--- config.mk ---
export PLATFORM = sky130hd
export DESIGN_NAME = char_aligner
export DESIGN_NICKNAME = d
export VERILOG_FILES = /design/src/rtl/char_aligner_pkg.sv /design/src/rtl/char_aligner_dp.sv /design/src/rtl/char_aligner_ctrl.sv /design/src/rtl/char_aligner.sv
export SDC_FILE = /design/constraint.sdc
export NUM_CORES = 1
export LEC_CHECK = 0
export BUFFER_PORTS_ARGS = -buffer_cell sky130_fd_sc_hd__buf_2
export CORE_UTILIZATION = 35
export CTS_BUF_LIST = sky130_fd_sc_hd__clkbuf_16
export DETAILED_ROUTE_END_ITERATION = 10
export SLEW_MARGIN = 10
export SYNTH_ARGS = -nofsm -noshare
export SYNTH_HDL_FRONTEND = slang
export SYNTH_HIERARCHICAL = 1
export SYNTH_SLANG_ARGS = --single-unit
--- constraint.sdc ---
create_clock -name clk -period 6.9 [get_ports clk]
set_clock_uncertainty 0.15 [all_clocks]
set_input_delay 0.345 -clock clk [delete_from_list [all_inputs] [get_ports clk]]
set_output_delay 0.345 -clock clk [all_outputs]
set_load 0.02 [all_outputs]
--- src/rtl/char_aligner_pkg.sv ---
package char_aligner_pkg;
  localparam int CHAR_W = 10;
  localparam int OFF_W  = $clog2(CHAR_W);
  localparam int WIN_W  = 2 * CHAR_W - 1;
  localparam int CMA_W  = 7;

  localparam logic [CMA_W-1:0]  COMMA_P = 7'b0011111;
  localparam logic [CMA_W-1:0]  COMMA_N = 7'b1100000;
  localparam logic [CHAR_W-1:0] KCHR_P  = 10'b0011111010;
  localparam logic [CHAR_W-1:0] KCHR_N  = 10'b1100000101;

  typedef struct packed {
    logic             load;
    logic [OFF_W-1:0] offset;
  } alignStrobe_t;

  function automatic logic isFramePat(input logic [CHAR_W-1:0] c, input logic fullChar);
    if (fullChar) return (c == KCHR_P) || (c == KCHR_N);
    return (c[CHAR_W-1 -: CMA_W] == COMMA_P) || (c[CHAR_W-1 -: CMA_W] == COMMA_N);
  endfunction
endpackage

--- src/rtl/char_aligner_dp.sv ---
module char_aligner_dp
  import char_aligner_pkg::*;
(
  input  logic              clk,
  input  logic              rstN,
  input  logic [CHAR_W-1:0] rawIn,
  input  logic              patSel,
  input  alignStrobe_t      strobe,
  output logic              hitAny,
  output logic [OFF_W-1:0]  hitOff,
  output logic [CHAR_W-1:0] outChar,
  output logic              outFrame,
  output logic              outRealign
);
  logic [CHAR_W-2:0] histReg;
  logic [WIN_W-1:0]  win;
  logic [CHAR_W-1:0] slice [CHAR_W];
  logic [CHAR_W-1:0] hitVec;
  logic [OFF_W-1:0]  curOff;
  logic [OFF_W-1:0]  nextOff;

  assign win = {histReg, rawIn};

  for (genvar k = 0; k < CHAR_W; k++) begin : g_off
    assign slice[k]  = win[WIN_W-1-k -: CHAR_W];
    assign hitVec[k] = isFramePat(slice[k], patSel);
  end

  // lowest offset wins when several boundaries match
  always_comb begin
    hitOff = '0;
    for (int k = CHAR_W - 1; k >= 0; k--) begin
      if (hitVec[k]) hitOff = OFF_W'(k);
    end
  end
  assign hitAny  = |hitVec;
  assign nextOff = strobe.load ? strobe.offset : curOff;

  always_ff @(posedge clk) begin
    if (!rstN) begin
      histReg    <= '0;
      curOff     <= OFF_W'(CHAR_W - 1);
      outChar    <= '0;
      outFrame   <= 1'b0;
      outRealign <= 1'b0;
    end else begin
      histReg    <= rawIn[CHAR_W-2:0];
      curOff     <= nextOff;
      outChar    <= slice[nextOff];
      outFrame   <= isFramePat(slice[nextOff], patSel);
      outRealign <= strobe.load && (strobe.offset != curOff);
    end
  end

  p_pulse_moves_r8: assert property (@(posedge clk) disable iff (!rstN)
    outRealign |-> (curOff != $past(curOff)));
  p_hold_offset_r6: assert property (@(posedge clk) disable iff (!rstN)
    !$past(strobe.load) |-> (curOff == $past(curOff)));
  p_offset_range_r6: assert property (@(posedge clk) disable iff (!rstN)
    curOff < OFF_W'(CHAR_W));
endmodule

--- src/rtl/char_aligner_ctrl.sv ---
module char_aligner_ctrl
  import char_aligner_pkg::*;
#(
  parameter int WIN_BITS = 50,
  parameter int RUN_LEN  = 4
) (
  input  logic             clk,
  input  logic             rstN,
  input  logic             frameEn,
  input  logic             modeSel,
  input  logic             hitAny,
  input  logic [OFF_W-1:0] hitOff,
  output alignStrobe_t     strobe
);
  localparam int MAX_GAP = WIN_BITS / CHAR_W - 1;
  localparam int CNT_MAX = (MAX_GAP > RUN_LEN) ? MAX_GAP : RUN_LEN;
  localparam int CNT_W   = $clog2(CNT_MAX + 1);

  logic             pendValid, nValid;
  logic [OFF_W-1:0] pendOff, nOff;
  logic [CNT_W-1:0] cnt, nCnt;
  logic             sameOff, confirm;

  assign sameOff = pendValid && hitAny && (hitOff == pendOff);

  always_comb begin
    confirm = 1'b0;
    nValid  = pendValid;
    nOff    = pendOff;
    nCnt    = cnt;
    if (!frameEn) begin
      nValid = 1'b0;
    end else if (!modeSel) begin
      // span rule: cnt is character distance since the first sighting
      if (sameOff) begin
        confirm = 1'b1;
        nValid  = 1'b0;
      end else if (hitAny) begin
        nValid = 1'b1;
        nOff   = hitOff;
        nCnt   = CNT_W'(1);
      end else if (pendValid) begin
        if (cnt == CNT_W'(MAX_GAP)) nValid = 1'b0;
        else                        nCnt   = cnt + 1'b1;
      end
    end else begin
      // run rule: cnt is the number of back-to-back sightings
      if (sameOff) begin
        if (cnt == CNT_W'(RUN_LEN - 1)) begin
          confirm = 1'b1;
          nValid  = 1'b0;
        end else begin
          nCnt = cnt + 1'b1;
        end
      end else if (hitAny) begin
        nValid = 1'b1;
        nOff   = hitOff;
        nCnt   = CNT_W'(1);
      end else begin
        nValid = 1'b0;
      end
    end
  end

  assign strobe.load   = confirm;
  assign strobe.offset = hitOff;

  always_ff @(posedge clk) begin
    if (!rstN) begin
      pendValid <= 1'b0;
      pendOff   <= '0;
      cnt       <= '0;
    end else begin
      pendValid <= nValid;
      pendOff   <= nOff;
      cnt       <= nCnt;
    end
  end

  p_load_on_hit_r1: assert property (@(posedge clk) disable iff (!rstN)
    strobe.load |-> (hitAny && pendValid));
  p_disabled_clears_r5: assert property (@(posedge clk) disable iff (!rstN)
    !frameEn |=> !pendValid);
  p_span_limit_r2: assert property (@(posedge clk) disable iff (!rstN)
    (pendValid && !modeSel) |-> (cnt <= CNT_W'(MAX_GAP)));
  p_run_history_r3: assert property (@(posedge clk) disable iff (!rstN)
    (strobe.load && modeSel) |-> ($past(hitAny) && $past(hitAny, 2) && $past(hitAny, 3)));
endmodule

--- src/rtl/char_aligner.sv ---
module char_aligner
  import char_aligner_pkg::*;
#(
  parameter int WIN_BITS = 50,
  parameter int RUN_LEN  = 4
) (
  input  logic              clk,
  input  logic              rstN,
  input  logic              frameEn,
  input  logic              modeSel,
  input  logic              patSel,
  input  logic [CHAR_W-1:0] rawIn,
  output logic [CHAR_W-1:0] outChar,
  output logic              outFrame,
  output logic              outRealign
);
  alignStrobe_t     strobe;
  logic             hitAny;
  logic [OFF_W-1:0] hitOff;

  char_aligner_dp u_dp (
    .clk(clk), .rstN(rstN), .rawIn(rawIn), .patSel(patSel), .strobe(strobe),
    .hitAny(hitAny), .hitOff(hitOff), .outChar(outChar), .outFrame(outFrame),
    .outRealign(outRealign)
  );

  char_aligner_ctrl #(.WIN_BITS(WIN_BITS), .RUN_LEN(RUN_LEN)) u_ctrl (
    .clk(clk), .rstN(rstN), .frameEn(frameEn), .modeSel(modeSel),
    .hitAny(hitAny), .hitOff(hitOff), .strobe(strobe)
  );
endmodule

# ---- Yosys cells after proc, flatten, opt, wreduce, memory -nomap -nowiden
# Cells that the tools add are included.
dict set report op_classes {
  add_sub_neg 1
  order_cmp 1
  n_bitwise 2
  n_eq_ne 53
  reduce_logical 30
  mux 59
}
# operator n
set ops {}
lappend ops {{$eq A10 B10 Y1 const B} 11}
lappend ops {{$eq A10 B8 Y1 const B} 11}
lappend ops {{$eq A7 B5 Y1 const B} 11}
lappend ops {{$eq A7 B7 Y1 const B} 11}
lappend ops {{$mux W4} 11}
lappend ops {{$bmux W10 S4} 1}
lappend ops {{$mux W1} 37}
lappend ops {{$mux W3} 8}
lappend ops {{$logic_or A1 B1 Y1} 22}
lappend ops {{$mux W10} 2}
lappend ops {{$reduce_or A10 Y1} 1}
lappend ops {{$reduce_and A6 Y1} 1}
lappend ops {{$ge A5 B5 Y1 const B} 1}
lappend ops {{$not A4 Y5} 1}
lappend ops {{$eq A4 B4 Y1} 1}
lappend ops {{$ne A2 B2 Y1 const B} 2}
lappend ops {{$ne A4 B4 Y1} 1}
lappend ops {{$add A3 B1 Y3 const B} 1}
lappend ops {{$eq A3 B2 Y1 const B} 1}
lappend ops {{$eq A3 B3 Y1 const B} 1}
lappend ops {{$logic_and A1 B1 Y1} 3}
lappend ops {{$ne A3 B1 Y1 const B} 1}
lappend ops {{$ne A3 B2 Y1 const B} 1}
lappend ops {{$ne A3 B3 Y1 const B} 1}
lappend ops {{4 further kinds} 4}
dict set report word_totals {
  ff_bits 33
  word_cells 154
  input_bits 15
}

# ---- Longest topological paths before layout
# Gate-level depths: netlist of the first run.
dict set report logic_depth {
  ltp_word 28
  ltp_mapped 25
  mapped_depth_nobuf 20
}

# ---- Hierarchy
# The synthesis of the first run kept the hierarchy.
# mod area_per_inst_um2 n_inst seq_area_each_um2 cells_per_inst
set by_module_without_submodules {}
lappend by_module_without_submodules {char_aligner_dp 2183.3 1 500.5 271}
lappend by_module_without_submodules {char_aligner_ctrl 500.5 1 160.2 61}

# ---- Least setup slack after synthesis of the first run
# No wires, ideal clock.
dict set report synth_timing {
  path_type {register -> register}
  start {reg u_dp.histReg[2]}
  end {reg u_dp.outFrame}
  period_less_slack_ns 5.393
  required_ns 6.693
  path_stages_with_launch 24
  setup_slack_ns 1.507
  setup_ns 0.057
  t_arrival_ns 5.186
  path_cell_list {dfxtp_1 -> clkbuf_1 -> nand2_1 -> or4_1 -> or4b_1 -> o311ai_0 -> o32ai_1 -> nand3_1 -> nor4bb_1 -> a21boi_0 -> xnor2_1 -> nand4_1 -> nor2_1 -> and3_1 -> buf_4 -> buf_6 -> mux2i_2 -> buf_6 -> mux4_2 -> a221oi_2 -> o21ai_1 -> or3_4 -> nor4b_2 -> or3_1}
}
dict set report synth_via {
  elab_chain_len 25
  word_cells_on_any_way 84
  cone_classes {eq/ne (33); mux (31); bitwise (1); reduce/logical (19)}
}
# element line
set synth_lines {}
lappend synth_lines {{start: declaration} char_aligner_dp.sv:15} ;# logic [CHAR_W-2:0] histReg;
lappend synth_lines {{start signal: assignment} char_aligner_dp.sv:47} ;# histReg <= rawIn[CHAR_W-2:0];
lappend synth_lines {{$eq A10 B8 Y1 / $eq A10 B10 Y1 (equally long branches)} char_aligner_pkg.sv:18} ;# if (fullChar) return (c == KCHR_P) || (c == KCHR_N);
lappend synth_lines {{$logic_or A1 B1 Y1} char_aligner_pkg.sv:18}
lappend synth_lines {{$mux W1} char_aligner_pkg.sv:18}
lappend synth_lines {{$mux W1} char_aligner_pkg.sv:19} ;# return (c[CHAR_W-1 -: CMA_W] == COMMA_P) || (c[CHAR_W-1 -: CMA_W] == COMMA_N);
lappend synth_lines {{$mux W4 (6 in series)} char_aligner_dp.sv:33} ;# if (hitVec[k]) hitOff = OFF_W'(k);
lappend synth_lines {{$mux W4 (*)} char_aligner_dp.sv:33}
lappend synth_lines {{net hitOff[3]} char_aligner.sv:19} ;# logic [OFF_W-1:0] hitOff;
lappend synth_lines {{$eq A4 B4 Y1 (*)} char_aligner_ctrl.sv:24} ;# assign sameOff = pendValid && hitAny && (hitOff == pendOff);
lappend synth_lines {{[... 4 more ...]} n/a}
lappend synth_lines {{net u_ctrl.confirm} char_aligner_ctrl.sv:22} ;# logic sameOff, confirm;
lappend synth_lines {{$mux W4 (*)} char_aligner_dp.sv:37} ;# assign nextOff = strobe.load ? strobe.offset : curOff;
lappend synth_lines {{$not A4 Y5 (implied by the code) (*)} char_aligner_dp.sv:50} ;# outFrame <= isFramePat(slice[nextOff], patSel);
lappend synth_lines {{$bmux W10 S4 (*)} char_aligner_dp.sv:50}
lappend synth_lines {{$mux W10 (implied by the code) (*) (2 in series)} char_aligner_dp.sv:50}
lappend synth_lines {{$eq A10 B8 Y1 / $eq A10 B10 Y1 (equally long branches)} char_aligner_pkg.sv:18}
lappend synth_lines {{$logic_or A1 B1 Y1} char_aligner_pkg.sv:18}
lappend synth_lines {{$mux W1} char_aligner_pkg.sv:18}
lappend synth_lines {{$mux W1 (*)} char_aligner_pkg.sv:19}
lappend synth_lines {{end signal: assignment} char_aligner_dp.sv:50}
lappend synth_lines {{end: declaration} char_aligner_dp.sv:12} ;# output logic outFrame,
# The timed path passes the listed nets; every way through them passes the cells marked *. The select of a mux whose other input is x is not followed.
# A chain may end at the register's enable or synchronous reset.

==> results of run 1 <==
layout by cell type, fill, tap and decap left out, drive strengths merged, types with 3 or more instances in the layout:
cell type	n
a21oi	13
a221o	3
a31oi	3
and2	19
buf	32
clkbuf	5
dfxtp	33
ha	3
inv	11
mux2	10
mux2i	21
mux4	4
nand2	34
nand2b	4
nand3	12
nand4	12
nand4b	4
nor2	21
nor3	11
nor4	4
nor4bb	4
o211ai	3
o21ai	14
o22ai	3
o32ai	4
or3	4
or4	5
or4b	3
xnor2	8
registers in the layout, summed over array words and instances (netlist names):
register          count
u_dp/outRealign       1
u_dp/outChar         10
u_dp/histReg          9
u_dp/curOff           4
u_ctrl/pendOff        4
u_ctrl/cnt            3
u_ctrl/pendValid      1
u_dp/outFrame         1
final cells by class:
type / count / area (um2) / area share, %
clock buffer: 5 / 125 / 4.19
sequential: 33 / 661 / 22.1
timing repair buffer: 32 / 175 / 5.87
inverter: 11 / 41.3 / 1.38
tap: 99 / 124 / 4.15
clock inverter: 3 / 17.5 / 0.587
multi-input combinational: 262 / 1840 / 61.7
through the flow:
step	std cells	hold WS, ps	util (%)	cell area, um2
after detailed placement	437	311	38.8	2840
after CTS	445	179	40.7	2990
after floorplan	332	299	-	2680
after global placement	437	306	38.8	2840
final	445	181	40.7	2990
after global routing	445	194	40.7	2990
logic make-up (layout without fill, tap and decap cells):
kind of cell	count (synthesis)	count (layout)	synth area share [%]
AND/OR/NAND/NOR	151	151	31.9
AO/OA/AOI/OAI	65	65	17.1
buffers and inverters	37	51	6.71
multiplexers	35	35	15.7
flip-flops	33	33	24.6
XOR/XNOR	8	8	2.61
adder cells (fa/ha/maj)	3	3	1.40
path summary, 6_finish.rpt:
kind / to / slack [ps] / startpoint
max: u_dp/outFrame / 630 / u_dp/histReg[0]
min: u_dp/histReg[0] / 180 / rawIn[0]
max reg2reg: u_dp/outFrame / 630 / u_dp/histReg[0]
min reg2reg: u_ctrl/pendOff[3] / 320 / u_ctrl/pendOff[3]
layer usage:
layer / vias to the layer above / global-route usage [%] / wire, um
met4: 0 / 6.35 / 99
met2: 110 / 31.6 / 3400
met5: - / 0 / 0
met1: 1234 / 26.1 / 3210
li1: 1263 / - / -
met3: 9 / 3.32 / 488
where the power goes:
part / internal, mW / switching (mW) / leakage, nW
Sequential: 0.200 / 0.0103 / 0.272
Combinational: 0.0392 / 0.0595 / 0.714
Clock: 0.132 / 0.0826 / 0.0696
critical path: cells and delay by family, from the launching register on:
family | cells | cell delay [ps]
and+or+nand+nor | 11 | 3040
buffers and inverters | 1 | 330
xor gates and xnor gates | 1 | 190
muxes | 2 | 660
DFF | 1 | 600
AOI/OAI and AO/OA | 4 | 1220
==> impl_results.md, run 1 <==
- Final min period: 6270 ps
- RSZ-0062 raised after global routing: false
- Setup Crit Path Kind: flip-flop to flip-flop
- Outcome: finished clean
- Worst path max stage delay: 610 ps
- Yosys cell types: 63
- CORE AREA: 0.00733 mm2
- Final ANT Viol Nets: 0
- Hold Crit Class: input port to flip-flop
- Clock Latency Late Sink: 280 ps
- Hold-fix buffers, CTS: 0
- Cells after synthesis: 332
- Yosys top cell by area: dfxtp_1
- CP required: 6970 ps
- WL final: 7.20 mm
- Post-Synthesis Cell Area: 0.00268 mm2
- Pre-antenna DRT Iters: 5
- CTS resizes: 0
- Global route total overflow: 0
- Count leader, synth: nand2_1
- GRT Resource Usage Total: 19.5%
- Syn_area_per_cell: 8.08 um2
- Top cell type's share of synthesized area: 24.6%
- Cell row count: 31
- Pleak: 1.06 nW
- Worst-margin pin slew: 702 ps
- Num CTS Buffers: 5
- Layout cells sized above 1: 18.8%
- Fmax: 159 MHz
- Full die area: 0.00802 mm2
- FILL cells: 751
- DR vias: 2,616
- Vias in the first global route: 2,410
- Worst VDD drop: 0.0904 mV
- Commonest cells post-synth: nand2_1 (34), dfxtp_1 (33), nor2_1 (21), and2_1 (19), mux2i_1 (19)
- Critical path cell sequence: nand4_1 -> nor3_1 -> or4b_2 -> o311ai_0 -> a21boi_0 -> a31oi_1 -> xnor2_1 -> nand4_1 -> nor2_1 -> and3_1 -> mux2i_2 -> buf_4 -> mux2_2 -> and3_1 -> o32a_1 -> nand4b_1 -> or3_4 -> nor4b_2 -> or3_1
- Vias/cell: 5.88
- Ports: 27
- Height of the chip: 89.6 um
- Critical path data arrival time: 6340 ps
- Setup TNS: 0 ps
- IO Port Bufs: 26
- Root buffer cell: clkbuf_16
- Ys async rst share: 0%
- N_diodes: 0
- DR iter-0 viols: 241
- Sequential fraction of the synthesis area: 24.6%
- TritonCTS clock tree: built
- FF+latch count, synth: 33
- DRC: 0
- Final Cycle Share: 90.9%
- Post-layout nets: 363
- Slowest cell on the critical path: or4b_2
- Power, Total: 0.524 mW
- Synth area leaders: dfxtp_1 (25%), mux2i_1 (7.1%), nand2_1 (4.8%)
- Worst slack at placement: 538 ps
- Crit-path max FO: 21
- Worst hold path depth: 2
- Maximum root-to-sink buffer count: 2
- PD cells: 175 mW/mm2
- DR WL/cell: 16.2 um
- Final hold viol count: 0
- Layout area overhead: 11.3%
- Max_slew headroom: 52.9%
- TritonCTS Sinks: 33
- Largest net degree at the start of global routing: 26
- H-tree depth: 2
- Net count after synthesis: 350
- Finish-stage setup viols: 0
- Ys Warns: 6
- Routability cong.: 0.887
- Crit path setup slack, layout: 629 ps
- Die Width: 89.6 um
- Reg2Reg Depth: 19
- Crit start category: flip-flop
- Initial antenna violation count: 0
- Global-route wire length before repair: 12.1 mm
- Final Max Slew Viols: 0
- Starting density of the core: 36.6%
- # Post-CTS Setup Buffers: 0
- Clock slew at reported path FFs: 60 ps
- CP endpoint kind: flip-flop
- Ys flop type: dfxtp_1
- Post-synth EDFFs: 0
- Post-DP HPWL: 5.16 mm
- Max-cap viol count: 0
Power figures use the tool's default switching activity.
==> run 2: changes to the inputs <==
==> constraint.sdc (replaced) <==
create_clock -name clk -period 5.15 [get_ports clk]
set_clock_uncertainty 0.15 [all_clocks]
set_input_delay 0.2575 -clock clk [delete_from_list [all_inputs] [get_ports clk]]
set_output_delay 0.2575 -clock clk [all_outputs]
set_load 0.02 [all_outputs]
==> run 2 against run 1 <==
First-iteration DRC count down 12%. Cell area up 18%. Worst hold slack worse by 82 ps. Wire length up 7.4%. Register-to-register slack worse by 560 ps. Non-clock buffer count up 46. Die area unchanged. Combinational power up 77%.
==> impl_results.md, run 2 (synthesized netlist as in run 1, its figures left out) <==
- CP endpoint kind: flip-flop
- Finished Layout Cells: 491
- Max-cap viol count: 0
- Full die area: 0.00802 mm2
- Crit start category: flip-flop
- Max reg flops: 10
- Finish-stage setup viols: 0
- Biggest registers after layout: u_dp/outChar x10, u_dp/histReg x9
- GRT Resource Usage Total: 19.5%
- Final ANT Viol Nets: 0
- Most frequent cells in the layout: buf_4 (48), nand2_1 (32), dfxtp_1 (28), buf_2 (26)
- Vias in the first global route: 2,435
- Pleak: 1.34 nW
- Worst path max stage delay: 540 ps
- Global-route wire length before repair: 11.9 mm
- Initial antenna violation count: 0
- Routability cong.: 0.932
- IO Port Bufs: 26
- Setup Crit Path Kind: flip-flop to flip-flop
- Max_slew headroom: 49.4%
- Clock slew at reported path FFs: 60 ps
- CP required: 5160 ps
- Final min period: 5080 ps
- Hold Crit Class: input port to flip-flop
- DR vias: 2,812
- Layout area overhead: 30.8%
- Final hold viol count: 0
- DRC: 0
- Worst-margin pin slew: 754 ps
- Worst hold start: rawIn[2]
- WL final: 7.73 mm
- Final Max Slew Viols: 0
- H-tree depth: 2
- Maximum root-to-sink buffer count: 2
- DR iter-0 viols: 213
- Critical path cell sequence: nand2_2 -> or4_4 -> or4b_4 -> o311ai_2 -> o32ai_2 -> nand3_1 -> nor4bb_2 -> a21boi_2 -> xnor2_1 -> nand4_1 -> nor2_2 -> and3_4 -> mux2i_4 -> buf_12 -> mux4_2 -> a221o_1 -> nand4b_1 -> or3_4 -> a21oi_1 -> or3_1
- Starting density of the core: 36.6%
- N_diodes: 0
- Post-layout nets: 409
- Vias/cell: 5.73
- Power, Total: 0.786 mW
- Worst hold slack: 98.8 ps
- Placed cells: 472
- Post-DP HPWL: 5.61 mm
- Layout cells sized above 1: 33.7%
- Most flop-heavy register: u_dp/outChar
- Most common cell after layout, fill and taps aside: buf_4
- CORE AREA: 0.00733 mm2
- TritonCTS Sinks: 33
- Crit-path max FO: 7
- Post-route cell area: 0.00351 mm2
- Global route total overflow: 0
- Worst VDD drop: 0.127 mV
- Ports: 27
- Outcome: finished clean
- Clock Latency Late Sink: 280 ps
- DP Area: 0.00313 mm2
- Num CTS Buffers: 5
- TritonCTS clock tree: built
- Root buffer cell: clkbuf_16
- Height of the chip: 89.6 um
- Hold-fix buffers, CTS: 0
- Crit path launch: u_dp/histReg[0]
- Worst R2R Start: u_dp/histReg[0]
- DR WL/cell: 15.8 um
- Final Cycle Share: 98.7%
- RSZ-0062 raised after global routing: true
- Die Width: 89.6 um
- Cell row count: 31
- PD cells: 224 mW/mm2
- Largest net degree at the start of global routing: 26
- Critical path data arrival time: 5090 ps
- Fmax: 197 MHz
- Pre-antenna DRT Iters: 5
- Slowest cell on the critical path: mux4_2
## run 2: metrics by stage
step	util, %	setup TNS [ps]	setup slack [ps]
after floorplan	-	0	5.94
after global placement	42.7	0	39.2
after detailed placement	42.7	-50.0	-50.0
after CTS	45.0	0	18.8
after global routing	47.9	-158	-158
final	47.9	0	66.1
## run 2: final cells by class
| type | count | area (um2) |
|---|---|---|
| sequential | 33 | 672 |
| clock inverter | 3 | 37.5 |
| fill | 708 | 3820 |
| multi-input combinational | 262 | 1950 |
| tap | 99 | 124 |
| inverter | 11 | 41.3 |
| timing repair buffer | 78 | 558 |
| clock buffer | 5 | 125 |
## run 2: critical path: cells and delay by family, from the launching register on
family                 cells  cell delay [ps]
flip-flops                 1              380
AO/OA/AOI/OAI              5              900
AND/OR/NAND/NOR           11             2320
XOR/XNOR                   1              170
buffers and inverters      1              170
multiplexers               2              850
## run 2: timing repair
action                                  4_1_cts  5_1_grt
buffers inserted                              1        9
hold endpoints to repair                      0        0
endpoints found under the setup margin        1        3
cloned                                        0        1
pin swaps                                     2       16
gates resized for setup                       4       31
## run 2: metal layers
metal,wire length [um],vias to the layer above,track usage (%)
met2,3640,101,31.5
met1,3580,1344,26.6
li1,-,1353,-
met4,123,0,5.77
met3,391,14,3.32
met5,0,-,0
## run 2: final timing paths
kind                                     endpoint  slack, ps  cells past startpoint
worst max-delay path                u_dp/outFrame         70                     20
worst min-delay path              u_dp/histReg[2]        100                      2
worst max register to register      u_dp/outFrame         70                     20
worst min register to register  u_ctrl/pendOff[3]        330                      2
## run 2: power breakdown
| group | total (mW) | switching [mW] | internal, mW |
|---|---|---|---|
| sequential | 0.277 | 0.00854 | 0.268 |
| combinational | 0.175 | 0.0957 | 0.0796 |
| clock | 0.334 | 0.109 | 0.225 |
==> run 3: changes to the inputs <==
--- a/config.mk
+++ b/config.mk
@@ -6,9 +6,10 @@
 export NUM_CORES = 1
 export LEC_CHECK = 0
 export BUFFER_PORTS_ARGS = -buffer_cell sky130_fd_sc_hd__buf_2
-export CORE_UTILIZATION = 35
+export CORE_UTILIZATION = 28
 export CTS_BUF_LIST = sky130_fd_sc_hd__clkbuf_16
 export DETAILED_ROUTE_END_ITERATION = 10
+export GPL_TIMING_DRIVEN = 1
 export SLEW_MARGIN = 10
 export SYNTH_ARGS = -nofsm -noshare
 export SYNTH_HDL_FRONTEND = slang
==> run 3 against run 2 <==
Wire length grew 1.5%. Total power down 7.0%. Sequential cell count unchanged. Sequential share of layout area is essentially flat.
==> impl_results.md, run 3 (synthesized netlist as in run 1, its figures left out) <==
- Outcome: finished clean
- CP delay by family, top: simple AND/OR/NAND/NOR gates
- Reg2reg end: u_dp/outFrame
- Full die area: 0.00998 mm2
- Setup Crit Path Kind: flip-flop to flip-flop
- Worst hold start: rawIn[2]
- Maximum root-to-sink buffer count: 2
- Routability cong.: 0.879
- Reg2Reg Depth: 20
- Post-layout nets: 400
- Fmax: 198 MHz
- Height of the chip: 99.9 um
- Max Used Layer: met4
- Critical path cell sequence: nand2_1 -> or4_4 -> or4b_4 -> o311ai_4 -> o32ai_2 -> nand3_1 -> nor4bb_2 -> a21boi_2 -> xnor2_1 -> nand4_1 -> nor2_1 -> and3_4 -> mux2i_4 -> buf_12 -> mux4_2 -> a221oi_4 -> o21ai_1 -> or3_4 -> nor4b_2 -> or3_1
- Die Width: 99.9 um
- Pleak: 1.29 nW
- Vias/cell: 5.41
- Crit-path max FO: 7
- IO Port Bufs: 26
- CP required: 5220 ps
- Post-route cell area: 0.00349 mm2
- CORE AREA: 0.00928 mm2
- Final hold viol count: 0
- Core Util, Final: 37.6%
- DP Area: 0.00314 mm2
- DR iter-0 viols: 212
- Slowest cell on the critical path: mux4_2
- Wl on met1: 3.59 mm
- Worst hold path depth: 2
- CP endpoint kind: flip-flop
- DR WL/cell: 15.4 um
- Final min period: 5050 ps
- RSZ-0062 raised after global routing: true
- Vias in the first global route: 2,696
- Post-DP HPWL: 5.72 mm
- Worst Hold Path EP: u_dp/histReg[2]
- Metal2 WL: 3.87 mm
- Setup TNS: 0 ps
- Ports: 27
- Most flop-heavy register: u_dp/outChar
- R2r setup slk: 100 ps
- Global-route wire length before repair: 12.7 mm
- Final Max Slew Viols: 0
- H-tree depth: 2
- Most common cell after layout, fill and taps aside: buf_4
- Initial antenna violation count: 0
- Clock slew at reported path FFs: 60 ps
- Final Cycle Share: 98.0%
- Layout cells sized above 1: 33.5%
- TritonCTS Sinks: 33
- Root buffer cell: clkbuf_16
- Clock Latency Late Sink: 280 ps
- Worst path max stage delay: 540 ps
- Max-cap viol count: 0
- Pre-antenna DRT Iters: 4
- Largest net degree at the start of global routing: 26
- Most frequent cells in the layout: buf_4 (41), nand2_1 (33), dfxtp_1 (28), buf_2 (26), nor2_1 (20)
- WL final: 7.85 mm
- Max_slew headroom: 58.7%
- Cell row count: 35
- Num CTS Buffers: 5
- GRT Resource Usage Total: 15.7%
- Crit path setup slack, layout: 101 ps
- DRC: 0
- Worst R2R Start: u_dp/histReg[0]
- Worst VDD drop: 0.104 mV
- PD cells: 210 mW/mm2
- Worst-margin pin slew: 615 ps
- Critical path data arrival time: 5120 ps
- Finish-stage setup viols: 0
- Biggest registers after layout: u_dp/outChar x10, u_dp/histReg x9
- Layout area overhead: 30.1%
- Final ANT Viol Nets: 0
- DR vias: 2,765
- Max reg flops: 10
- Worst slack at placement: -79.3 ps
- Crit start category: flip-flop
- Global route total overflow: 0
- TritonCTS clock tree: built
- Hold Crit Class: input port to flip-flop
- CP bufs+invs: 1
- N_diodes: 0
- Starting density of the core: 28.9%
- DR WL met3: 244 um
## run 3: cell count changes in the layout (fill, tap and decap cells not counted), sizes merged
cell / delta
buf: -9
bufinv: -1
clkinvlp: +1
inv: -1
## run 3: metrics by stage
stage	hold WS [ps]	cells	total power, mW
floorplan	219	332	0.381
global placement	314	498	0.435
detailed placement	320	498	0.438
CTS	101	505	0.723
global route	102	511	0.764
finish	99.4	511	0.731
## run 3: worst max path at each step
stage / from / to / slack [ps] / cells past startpoint
2_1_floorplan: u_dp/histReg[2] / u_dp/outFrame / 6 / 23
3_5_place_dp: rawIn[7] / u_dp/outFrame / -80 / 22
3_3_place_gp: rawIn[7] / u_dp/outFrame / -50 / 21
6_report: u_dp/histReg[0] / u_dp/outFrame / 100 / 20
4_1_cts: u_dp/histReg[0] / u_dp/outFrame / 40 / 21
5_1_grt: u_dp/histReg[0] / u_dp/outFrame / -170 / 21
## run 3: layer usage
| metal | global-route usage, % | up-vias |
|---|---|---|
| met5 | 0 | - |
| met3 | 2.09 | 15 |
| met1 | 19.7 | 1345 |
| li1 | - | 1331 |
| met4 | 6.67 | 0 |
| met2 | 26.9 | 74 |
## run 3: where the power goes
group	internal, mW	leakage [nW]	switching [mW]	total [mW]
Clock	0.174	0.0633	0.109	0.283
Sequential	0.268	0.274	0.00867	0.277
Combinational	0.0747	0.951	0.0963	0.171
Total	0.518	1.29	0.214	0.731
## run 3: layout make-up
type / instances / area [um2]
inverter: 11 / 41.3
fill: 976 / 5790
timing repair buffer: 69 / 483
tap: 129 / 161
clock buffer: 5 / 125
multi-input combinational: 262 / 2000
clock inverter: 2 / 11.3
sequential: 33 / 669
## run 3: timing repair
action / 4_1_cts / 5_1_grt
pin swaps: 0 / 16
cloned: 0 / 1
buffers inserted: 0 / 5
resized for setup: 3 / 35
hold buffers: 0 / 0
setup endpoints to repair: 1 / 1
